--- src/rtl/sdd_pkg.sv ---
package sdd_pkg;
  typedef enum logic {DIR_A2B = 1'b0, DIR_B2A = 1'b1} dir_e;
  localparam int NCH = 2;
endpackage

--- src/rtl/hyst_cmp.sv ---
module hyst_cmp #(
  parameter int FW = 16
) (
  input  logic                 clk,
  input  logic                 rst,
  input  logic                 en_i,
  input  logic                 vld_i,
  input  logic signed [FW-1:0] field_i,
  input  logic signed [FW-1:0] thr_on_i,
  input  logic signed [FW-1:0] thr_off_i,
  output logic                 state_o,
  output logic                 chg_o
);
  logic reach_on, reach_off;
  assign reach_on  = (field_i >= thr_on_i);
  assign reach_off = (field_i <= thr_off_i);

  always_ff @(posedge clk) begin
    if (rst || !en_i) begin
      state_o <= 1'b0;
      chg_o   <= 1'b0;
    end else begin
      chg_o <= 1'b0;
      if (vld_i) begin
        if (reach_on && !state_o) begin
          state_o <= 1'b1;
          chg_o   <= 1'b1;
        end else if (!reach_on && reach_off && state_o) begin
          state_o <= 1'b0;
          chg_o   <= 1'b1;
        end
      end
    end
  end

  // operate level reached sets the state
  a_r1_operate: assert property (@(posedge clk) disable iff (rst)
    en_i && vld_i && reach_on |=> state_o);
  // release level reached clears the state
  a_r2_release: assert property (@(posedge clk) disable iff (rst)
    en_i && vld_i && reach_off && !reach_on |=> !state_o);
  // nothing reached, nothing changes
  a_r3_hold: assert property (@(posedge clk) disable iff (rst)
    en_i && !(vld_i && (reach_on || reach_off)) |=> $stable(state_o));
endmodule

--- src/rtl/dir_track.sv ---
module dir_track
  import sdd_pkg::*;
(
  input  logic           clk,
  input  logic           rst,
  input  logic           en_i,
  input  logic [NCH-1:0] chg_i,
  input  logic [NCH-1:0] st_i,
  output logic           dir_o
);
  logic differ;
  assign differ = (st_i[0] != st_i[1]);

  always_ff @(posedge clk) begin
    if (rst || !en_i) begin
      dir_o <= DIR_A2B;
    end else begin
      unique case (chg_i)
        2'b01:   dir_o <= differ ? DIR_A2B : DIR_B2A;
        2'b10:   dir_o <= differ ? DIR_B2A : DIR_A2B;
        default: dir_o <= dir_o;
      endcase
    end
  end

  // channel A moving away from B's state means A leads
  a_r5_a_leads: assert property (@(posedge clk) disable iff (rst)
    en_i && chg_i == 2'b01 && differ |=> dir_o == DIR_A2B);
  // channel A catching up with B means B led
  a_r6_a_follows: assert property (@(posedge clk) disable iff (rst)
    en_i && chg_i == 2'b01 && !differ |=> dir_o == DIR_B2A);
  // simultaneous or absent change keeps the direction
  a_r7_hold: assert property (@(posedge clk) disable iff (rst)
    en_i && (chg_i == 2'b11 || chg_i == 2'b00) |=> $stable(dir_o));
endmodule

--- src/rtl/edge_delay.sv ---
module edge_delay #(
  parameter int LW = 8
) (
  input  logic          clk,
  input  logic          rst,
  input  logic          en_i,
  input  logic          trig_i,
  input  logic [LW-1:0] lead_i,
  output logic          out_o
);
  logic          pend;
  logic [LW-1:0] cnt;

  always_ff @(posedge clk) begin
    if (rst || !en_i) begin
      pend  <= 1'b0;
      cnt   <= '0;
      out_o <= 1'b0;
    end else if (trig_i) begin
      pend <= 1'b1;
      cnt  <= (lead_i == '0) ? '0 : lead_i - 1'b1;
    end else if (pend) begin
      if (cnt == '0) begin
        out_o <= ~out_o;
        pend  <= 1'b0;
      end else begin
        cnt <= cnt - 1'b1;
      end
    end
  end

  // the edge never follows its trigger in the same cycle
  a_r9_no_early: assert property (@(posedge clk) disable iff (rst)
    en_i && trig_i |=> $stable(out_o));
  // while the count runs the output waits
  a_r9_wait: assert property (@(posedge clk) disable iff (rst)
    en_i && !trig_i && pend && cnt != '0 |=> $stable(out_o) && pend);
endmodule

--- src/rtl/speed_dir_decoder.sv ---
module speed_dir_decoder
  import sdd_pkg::*;
#(
  parameter int FW         = 16,
  parameter int LW         = 8,
  parameter int PON_CYCLES = 650
) (
  input  logic                 clk,
  input  logic                 rst,
  input  logic                 smp_vld,
  input  logic signed [FW-1:0] field_a,
  input  logic signed [FW-1:0] field_b,
  input  logic signed [FW-1:0] thr_on,
  input  logic signed [FW-1:0] thr_off,
  input  logic [LW-1:0]        lead_cyc,
  output logic                 speed_o,
  output logic                 dir_o
);
  localparam int PCW = $clog2(PON_CYCLES + 2);

  logic [PCW-1:0]        pon_cnt;
  logic                  ready;
  logic signed [FW-1:0]  fld [NCH];
  logic [NCH-1:0]        st, chg;

  always_ff @(posedge clk) begin
    if (rst) begin
      pon_cnt <= '0;
      ready   <= 1'b0;
    end else if (!ready) begin
      pon_cnt <= pon_cnt + 1'b1;
      ready   <= (pon_cnt == PCW'(PON_CYCLES));
    end
  end

  assign fld[0] = field_a;
  assign fld[1] = field_b;

  for (genvar g = 0; g < NCH; g++) begin : g_ch
    hyst_cmp #(.FW(FW)) cmp_i (
      .clk       (clk),
      .rst       (rst),
      .en_i      (ready),
      .vld_i     (smp_vld),
      .field_i   (fld[g]),
      .thr_on_i  (thr_on),
      .thr_off_i (thr_off),
      .state_o   (st[g]),
      .chg_o     (chg[g])
    );
  end

  dir_track dir_i (
    .clk   (clk),
    .rst   (rst),
    .en_i  (ready),
    .chg_i (chg),
    .st_i  (st),
    .dir_o (dir_o)
  );

  edge_delay #(.LW(LW)) spd_i (
    .clk    (clk),
    .rst    (rst),
    .en_i   (ready),
    .trig_i (chg[0]),
    .lead_i (lead_cyc),
    .out_o  (speed_o)
  );

  // idle level during the power-on interval
  a_r8_idle: assert property (@(posedge clk) disable iff (rst)
    !ready |-> !speed_o && !dir_o);
  // direction never moves on the cycle a speed edge appears
  a_r9_dir_first: assert property (@(posedge clk) disable iff (rst)
    !$stable(speed_o) |-> $stable(dir_o));
  // a channel-B-only change never starts a speed edge
  a_r4_b_only: assert property (@(posedge clk) disable iff (rst)
    ready && chg == 2'b10 && !$stable(st[1]) |-> $stable(st[0]));
endmodule

--- config.mk ---
export PLATFORM = sky130hd
export DESIGN_NAME = speed_dir_decoder
export DESIGN_NICKNAME = d
export VERILOG_FILES = /design/src/rtl/sdd_pkg.sv /design/src/rtl/hyst_cmp.sv /design/src/rtl/dir_track.sv /design/src/rtl/edge_delay.sv /design/src/rtl/speed_dir_decoder.sv
export SDC_FILE = /design/constraint.sdc
export NUM_CORES = 1
export LEC_CHECK = 0
export ABC_CLOCK_PERIOD_IN_PS = 2550
export BUFFER_PORTS_ARGS = -buffer_cell sky130_fd_sc_hd__buf_4
export CORE_UTILIZATION = 55
export CTS_BUF_LIST = sky130_fd_sc_hd__clkbuf_4
export CTS_CLUSTER_DIAMETER = 40
export DETAILED_ROUTE_END_ITERATION = 12
export GPL_TIMING_DRIVEN = 0
export PLACE_DENSITY = 0.8
export SYNTH_ARGS = -nofsm -noshare
export SYNTH_HDL_FRONTEND = slang
export SYNTH_SLANG_ARGS = --single-unit
--- constraint.sdc ---
create_clock -name clk -period 2.55 [get_ports clk]
set_clock_uncertainty 0.15 [all_clocks]
set_input_delay 0.3825 -clock clk [delete_from_list [all_inputs] [get_ports clk]]
set_output_delay 0.3825 -clock clk [all_outputs]
set_load 0.03 [all_outputs]
==> After elaboration in Yosys (flattened, before gate mapping) <==
Index checks and enable logic that the tools add are counted.
{ "op_classes": {"addsub": 3, "n_lt_le_gt_ge": 4, "n_eq_ne": 5, "muxes": 19, "n_bitwise": 3, "reduce_logical": 23} }
{ "op_table": {"columns": ["cell", "count"], "rows": [
  ["$ge A16 B16 Y1", 2],
  ["$le A16 B16 Y1", 2],
  ["$mux W8", 4],
  ["$logic_not A8 Y1", 2],
  ["$sub A8 B1 Y8 const B", 2],
  ["$mux W1", 14],
  ["$add A10 B1 Y10 const B", 1],
  ["$eq A10 B10 Y1 const B", 1],
  ["$reduce_bool A2 Y1", 4],
  ["$logic_and A1 B1 Y1", 6],
  ["$reduce_and A2 Y1", 3],
  ["$logic_not A1 Y1", 5],
  ["$not A1 Y1", 3],
  ["$reduce_and A3 Y1", 1],
  ["$eq A2 B1 Y1 const B", 1],
  ["$eq A2 B2 Y1 const B", 1],
  ["$ne A2 B2 Y1 const B", 1],
  ["$pmux W1 S2", 1],
  ["$reduce_or A2 Y1", 1],
  ["$logic_or A1 B1 Y1", 1],
  ["$ne A1 B1 Y1", 1]
]} }
{ "word_totals": {"ff_bits": 26, "output_inout_bits": 2, "wordCells": 67} }

==> Longest topological paths before layout <==
Gate-level depths: netlist of run 1.
{ "logic_depth": {"word_depth": 6, "depth_mapped": 9, "depth_no_buf": 8} }

==> Cells and area by module <==
Synthesis of run 1 repeated with hierarchy kept, for this count alone.
{ "unflattened": {"cells_unflattened": 423, "area_unflattened_um2": 3274.4} }
{ "modules_own_cells": {"columns": ["mod", "instances", "cells_per_inst", "area_each_um2"], "rows": [
  ["hyst_cmp", 2, 130, 942.2],
  ["edge_delay", 1, 101, 800.8],
  ["speed_dir_decoder", 1, 55, 509.2],
  ["dir_track", 1, 7, 80.1]
]} }

==> Least setup slack after synthesis of run 1 <==
No wires, ideal clock.
{ "synth_timing": {"kind": "input -> register", "startpoint": "in thr_on[1]", "endpoint": "reg g_ch[1].cmp_i.chg_o", "setup_time_ns": 0.123, "t_arrival_ns": 1.896, "required_time_ns": 2.277, "path_slack_ns": 0.380, "cell_stages": 8, "n_path_buf": 0, "cell_sequence": "inv_1 -> ha_1 -> nor2b_1 -> o211ai_2 -> a2111oi_2 -> nor4_2 -> mux2i_1 -> mux2_1"} }
{ "synth_via": {"elab_chain_cells": 6, "word_cells_on_any_way": 7} }
{ "synth_rtl": {"columns": ["item", "line", "source"], "rows": [
  ["start: declaration", "speed_dir_decoder.sv:13", "input logic signed [FW-1:0] thr_on,"],
  ["$ge A16 B16 Y1 *", "hyst_cmp.sv:15", "assign reach_on = (field_i >= thr_on_i);"],
  ["$logic_not A1 Y1", "hyst_cmp.sv:28", "end else if (!reach_on && reach_off && state_o) begin"],
  ["$logic_and A1 B1 Y1 (2 in series)", "hyst_cmp.sv:28", null],
  ["$mux W1", "hyst_cmp.sv:28", null],
  ["$mux W1 *", "hyst_cmp.sv:25", "if (reach_on && !state_o) begin"],
  ["end signal: assignment", "hyst_cmp.sv:23", "chg_o <= 1'b0;"],
  ["end signal: assignment", "hyst_cmp.sv:27", "chg_o <= 1'b1;"],
  ["end signal: assignment", "hyst_cmp.sv:30", "chg_o <= 1'b1;"],
  ["end: declaration", "hyst_cmp.sv:12", "output logic chg_o"]
]} }
Mark *: on every way between the ends. The rest lies on a longest branch, timed or not.
A chain may end at the register's enable or synchronous reset.

==> Worst setup path after layout of run 1 <==
{ "layout_timing": {"startpoint": "in thr_on[15]", "endpoint": "reg g_ch[0].cmp_i.state_o"} }
{ "layout_via": {"elab_chain_cells": 6, "word_cells_on_any_way": 8} }
{ "layout_rtl": {"columns": ["item", "line", "source"], "rows": [
  ["$ge A16 B16 Y1 *", "hyst_cmp.sv:15", null],
  ["$logic_not A1 Y1", "hyst_cmp.sv:28", null],
  ["$logic_and A1 B1 Y1 (2 in series)", "hyst_cmp.sv:28", null],
  ["$reduce_bool A2 Y1 (no source line)", null, null],
  ["$reduce_and A2 Y1 (no source line)", null, null],
  ["end signal: assignment", "hyst_cmp.sv:20", "state_o <= 1'b0;"],
  ["end signal: assignment", "hyst_cmp.sv:26", "state_o <= 1'b1;"],
  ["end signal: assignment", "hyst_cmp.sv:29", "state_o <= 1'b0;"],
  ["end: declaration", "hyst_cmp.sv:11", "output logic state_o,"]
]} }
Marks and branches as above.

==> results_dict.tcl, run 1 <==
set metrics [dict create \
    status "complete, no violations" \
    final_cells 505 \
    finalCritPeriodShare_pct 93.5 \
    synthTopCellsByArea "ha_1 30%, dfxtp_1 18%, inv_1 5.5%" \
    cts-root-buf "clkbuf_4" \
    grt_max_degree 16 \
    seq_area_frac_synth_pct 17.8 \
    io_buffers 76 \
    p_per_area_mw_per_mm2 295 \
    synth_cell_types 58 \
    p_sw_w 0.000312 \
    grt_overflow 0 \
    first_iter_violations 131 \
    vias 2807 \
    nNetsFinal 581 \
    synth_cells 355 \
    die_w_um 74.9 \
    clk_latency_ns 0.33 \
    hold_path_class "in2reg" \
    hold_depth 2 \
    postCtsHoldBufs 0 \
    postRouteAntennaNets 0 \
    min-delay-start "rst" \
    worst_setup_path_start_kind "input port" \
    grt_use_total_pct 24.1 \
    pin_count 77 \
    holdWs_ns 0.0634 \
    worstMarginPinSlew_ns 0.565 \
    relSlewSlack_pct 61.4 \
    grt_pass1_vias 2474 \
    cts_num_sinks 26 \
    synth.net_count 500 \
    critical_path_class "in2reg" \
    worstPathRequired_ns 2.64 \
    worstPathArrival_ns 2.48 \
    synth_edf_count 0 \
    yosys_register_bits 26 \
    clk_pin_slew_worst_paths_ns 0.14 \
    hold_violations 0 \
    start_util_pct 57.2 \
    dieArea_mm2 0.00561 \
    area_growth_pct 24.3 \
    drv_cap 0 \
    routed_wl_mm 6.76 \
    synth_top_area_cell "ha_1" \
    ys_async_sr_fraction_pct 0 \
    ir_drop_mv 0.174 \
    timing.rr.start "g_ch[0].cmp_i.chg_o" \
    timing.rr.end "dir_i.dir_o" \
    detail_route.wl_per_cell_um 13.4 \
    synth_flop_cell "dfxtp_1" \
    antenna_cells 0 \
    synthDominantCellAreaShare_pct 30.0 \
    seqPwrFrac_pct 38.7 \
    combPwrFrac_pct 34.8 \
    r2r_cells 8 \
    hold-path-endpoint "pon_cnt[5]" \
    drive_gt1_share_pct 20.7 \
    h-tree-depth 1 \
    cts_resized 0 \
    dp_cells 501 \
    post_cts_buffers 0 \
    grt_setup_unrepaired "no" \
    setup_viol_count_final 0 \
    clockPowerShare_pct 26.4 \
    cts_buffers 3 \
    fp-row-count 26 \
    mappedNetlistArea_mm2 0.00292 \
    end_kind "flip-flop" \
    core_mm2 0.00511 \
    antenna_found_initial 0 \
    internal_power_w 0.000760 \
    drt-pass1-iter-count 4 \
    place_congestion 0.860 \
    crit_path_max_fanout 3 \
    viasPerCell 5.56 \
    min_period_ns 2.38 \
    ys_top_cells_by_count "70 x ha_1, 43 x inv_1, 32 x a21oi_1" \
    switching_share_pct 29.1 \
    grt_pass1_wl_mm 10.7 \
    die_h_um 74.9 \
    route.detailed.drc 0 \
    dp_hpwl_mm 5.78 \
    synth_area_per_cell_um2 8.23 \
    cts_tree "built" \
    leakagePower_nw 1.74 \
    report.final.slew_viol_count 0 \
    fmax_mhz 419 \
    yosysMostFrequentCell "ha_1" \
    clockBufferDepth 2 \
    r2r_slack_ns 0.56 \
    yosysWarnings 0 \
]
## per-stage QoR
stage / instance area, um2 / power (W) / utilization [%] / worst slack [ns] / setup TNS (ns)
after CTS: 3630 / 0.00108 / 71.1 / 0.218 / 0
after global routing: 3630 / 0.00115 / 71.1 / 0.0849 / 0
final: 3630 / 0.00107 / 71.1 / 0.165 / 0
after floorplan: 2920 / 0.000631 / - / 0.380 / 0
after detailed placement: 3580 / 0.000792 / 70.1 / -0.143 / -0.188
after global placement: 3580 / 0.000780 / 70.1 / -0.148 / -0.200
## placed cells by master (no fill, tap or decap), drive strengths merged, types with 2 or more instances in the layout
cell type  count
xor2           7
ha            70
inv           43
a211oi         4
or2            2
a2111oi        3
dfxtp         26
o22ai          4
clkbuf         6
mux2i          2
o21ai          5
buf           78
a21o           8
nor2          27
nor3           6
nor2b          7
a2bb2oi        2
o21a           2
nand2         20
nand4         16
o221ai         2
nor4           5
o211ai         5
nand3         13
mux2           2
a21oi         32
a21boi         2
or3            3
o31ai          3
xnor2         11
## flip-flops by register name (all words and copies together), names as in the netlist
register	count
pon_cnt	10
ready	1
g_ch.cmp_i.state_o	2
spd_i.pend	1
g_ch.cmp_i.chg_o	2
dir_i.dir_o	1
spd_i.cnt	8
spd_i.out_o	1
## kinds of logic after synthesis
kind of cell    synth area share (%)
buf+inv                         6.42
mux                             1.46
compound gates                  19.2
xor+xnor                        5.40
flops                           17.8
simple gates                    19.7
fa+ha+maj                       30.0
## worst max path at each step
stage               start                    end  slack, ns
2_1_floorplan   thr_on[1]    g_ch[1].cmp_i.chg_o       0.38
3_3_place_gp   thr_on[15]  g_ch[0].cmp_i.state_o      -0.15
3_5_place_dp   thr_on[15]  g_ch[0].cmp_i.state_o      -0.14
4_1_cts        thr_on[15]  g_ch[0].cmp_i.state_o       0.22
5_1_grt        thr_on[15]  g_ch[0].cmp_i.state_o       0.08
6_report       thr_on[15]  g_ch[0].cmp_i.state_o       0.17
## final cells by class
cell class / instances / area [um2]
clock inverters: 1 / 30.0
plain buffers: 5 / 26.3
flip-flops and latches: 26 / 520
clock buffers: 3 / 22.5
fillers: 421 / 1480
repair buffers: 76 / 571
multi-input cells: 281 / 2210
well taps: 70 / 87.6
inverters: 43 / 161
## power by group through the flow
stage | Sequential [W] | Combinational, W | Clock [W]
final | 0.000416 | 0.000374 | 0.000283
after global routing | 0.000417 | 0.000419 | 0.000310
after CTS | 0.000416 | 0.000371 | 0.000290
after detailed placement | 0.000425 | 0.000367 | 0
after global placement | 0.000424 | 0.000355 | 0
after floorplan | 0.000423 | 0.000207 | 0
## layer usage
layer	part of all wire [%]	vias up	global-route usage, %
met5	0	-	0
met2	44	75	40.3
li1	-	1462	-
met4	0.38	0	1.89
met1	51	1266	34.4
met3	4.2	4	3.21
## worst max-delay path, stage by stage
cell and delay (ns):
buf_4 0.08, inv_1 0.05, ha_1 0.31, nand4_1 0.23, nor3_1 0.47, a21boi_1 0.27, nor4_1 0.08, mux2_1 0.37
a31o_1 0.23
Note: power is estimated with default switching activity, not from simulation.
==> run 2: changes to the inputs <==
- CORE_ASPECT_RATIO: unset -> 1.1
- GPL_TIMING_DRIVEN: 0 -> unset
==> results_dict.tcl, run 2 (synthesized netlist as in run 1, its figures left out) <==
set metrics [dict create \
    status "complete, no violations" \
    grt_use_total_pct 27.1 \
    worstMarginPinSlew_ns 0.600 \
    cts_buffers 3 \
    fp-row-count 27 \
    setup_viol_count_final 0 \
    viasPerCell 5.81 \
    clk_pin_slew_worst_paths_ns 0.16 \
    area_growth_pct 23.4 \
    min_period_ns 2.27 \
    crit_path_max_fanout 2 \
    pin_count 77 \
    hold-path-endpoint "pon_cnt[3]" \
    r2r_cells 8 \
    reg_top3 "pon_cnt x10, spd_i.cnt x8" \
    cts_tree "built" \
    timing.rr.end "spd_i.cnt[4]" \
    antenna_found_initial 0 \
    leakagePower_nw 1.74 \
    antenna_cells 0 \
    drive_gt1_share_pct 21.1 \
    clk_latency_ns 0.34 \
    dp_cells 486 \
    final_common_cell "buf_4" \
    h-tree-depth 1 \
    fill_cells 433 \
    p_per_area_mw_per_mm2 304 \
    postRouteAntennaNets 0 \
    ir_drop_mv 0.209 \
    die_w_um 71.5 \
    die_h_um 78.4 \
    relSlewSlack_pct 59.0 \
    regArea_um2 520 \
    post_cts_buffers 0 \
    dp_hpwl_mm 6.17 \
    worst_setup_path_start_kind "input port" \
    grt_overflow 0 \
    detail_route.wl_per_cell_um 15.0 \
    cts-root-buf "clkbuf_4" \
    cts_resized 0 \
    drv_cap 0 \
    core_mm2 0.00507 \
    hold_depth 2 \
    multi_input_area_mm2 0.00221 \
    grt_setup_unrepaired "no" \
    report.final.slew_viol_count 0 \
    dieArea_mm2 0.00561 \
    finalInstanceArea_mm2 0.00361 \
    r2r_slack_ns 0.45 \
    grt_pass1_wl_mm 12.5 \
    place_congestion 0.907 \
    drt-pass1-iter-count 4 \
    finalCritPeriodShare_pct 88.9 \
    critical_path_class "in2reg" \
    place_area_mm2 0.00355 \
    top_register "pon_cnt" \
    cts_num_sinks 26 \
    start_util_pct 57.7 \
    grt_pass1_vias 2864 \
    hold_path_class "in2reg" \
    min-delay-start "rst" \
    vias 2848 \
    clockBufferDepth 2 \
    hold_violations 0 \
    worstPathArrival_ns 2.38 \
    nNetsFinal 578 \
    layout_common_cells "78 x buf_4, 70 x ha_1, 43 x inv_1" \
    first_iter_violations 170 \
    worstPathRequired_ns 2.66 \
    postCtsHoldBufs 0 \
    io_buffers 76 \
    fmax_mhz 441 \
    routed_wl_mm 7.35 \
    timing.rr.start "spd_i.cnt[0]" \
    route.detailed.drc 0 \
    end_kind "flip-flop" \
    final_cells 490 \
    setup_tns_ns 0 \
    grt_max_degree 16 \
    largest_reg_flops 10 \
]
-- run 2: cell count changes in the layout (fill, tap and decap cells not counted) --
cell | before | now
buf_6 | 1 | 0
clkbuf_1 | 3 | 0
buf_4 | 76 | 78
buf_1 | 1 | 0
-- run 2: how the worst max path moves through the flow --
stage,cells after the start,endpoint,slack (ns),from
6_report,9,g_ch[0].cmp_i.state_o,0.28,thr_off[13]
5_1_grt,9,g_ch[0].cmp_i.chg_o,0.20,thr_off[13]
4_1_cts,9,g_ch[0].cmp_i.state_o,0.34,thr_off[13]
3_5_place_dp,9,g_ch[0].cmp_i.state_o,-0.03,thr_off[13]
3_3_place_gp,9,g_ch[0].cmp_i.state_o,0.01,thr_off[13]
2_1_floorplan,8,g_ch[1].cmp_i.chg_o,0.38,thr_on[1]
-- run 2: power breakdown --
| part | switching (W) | internal (W) | total (W) |
|---|---|---|---|
| sequential | 0.00000515 | 0.000411 | 0.000416 |
| combinational | 0.000190 | 0.000193 | 0.000383 |
| clock | 0.000138 | 0.000159 | 0.000297 |
-- run 2: final cells by class --
| class | count | share of cell area (%) |
|---|---|---|
| Clock inverter | 1 | 0.833 |
| Tap cell | 58 | 2.01 |
| Multi-Input combinational cell | 281 | 61.4 |
| Sequential cell | 26 | 14.4 |
| Inverter | 43 | 4.48 |
| Timing Repair Buffer | 78 | 16.2 |
| Clock buffer | 3 | 0.625 |
-- run 2: metrics by stage --
stage	util [%]	total power, W	hold WS [ns]	setup WS, ns
2_1_floorplan	-	0.000631	0.302	0.380
3_3_place_gp	70.1	0.000788	0.336	0.0125
3_5_place_dp	70.1	0.000799	0.349	-0.0262
4_1_cts	71.2	0.00109	0.135	0.335
5_1_grt	71.2	0.00117	0.125	0.203
6_report	71.2	0.00110	0.129	0.283
-- run 2: routing by layer --
metal | vias up | track usage (%) | part of all wire, %
met2 | 87 | 48.2 | 48
met3 | 6 | 3.72 | 4.9
li1 | 1449 | - | -
met1 | 1306 | 35.4 | 46
met4 | 0 | 3.92 | 0.67
met5 | - | 0 | 0
-- run 2: worst max-delay path: stages --
cell and delay, ns:
buf_4 0.11, inv_1 0.08, ha_1 0.25, a21o_1 0.18, a2111oi_0 0.59, o31ai_1 0.18
o31ai_2 0.31, a21oi_1 0.11, a31o_1 0.19
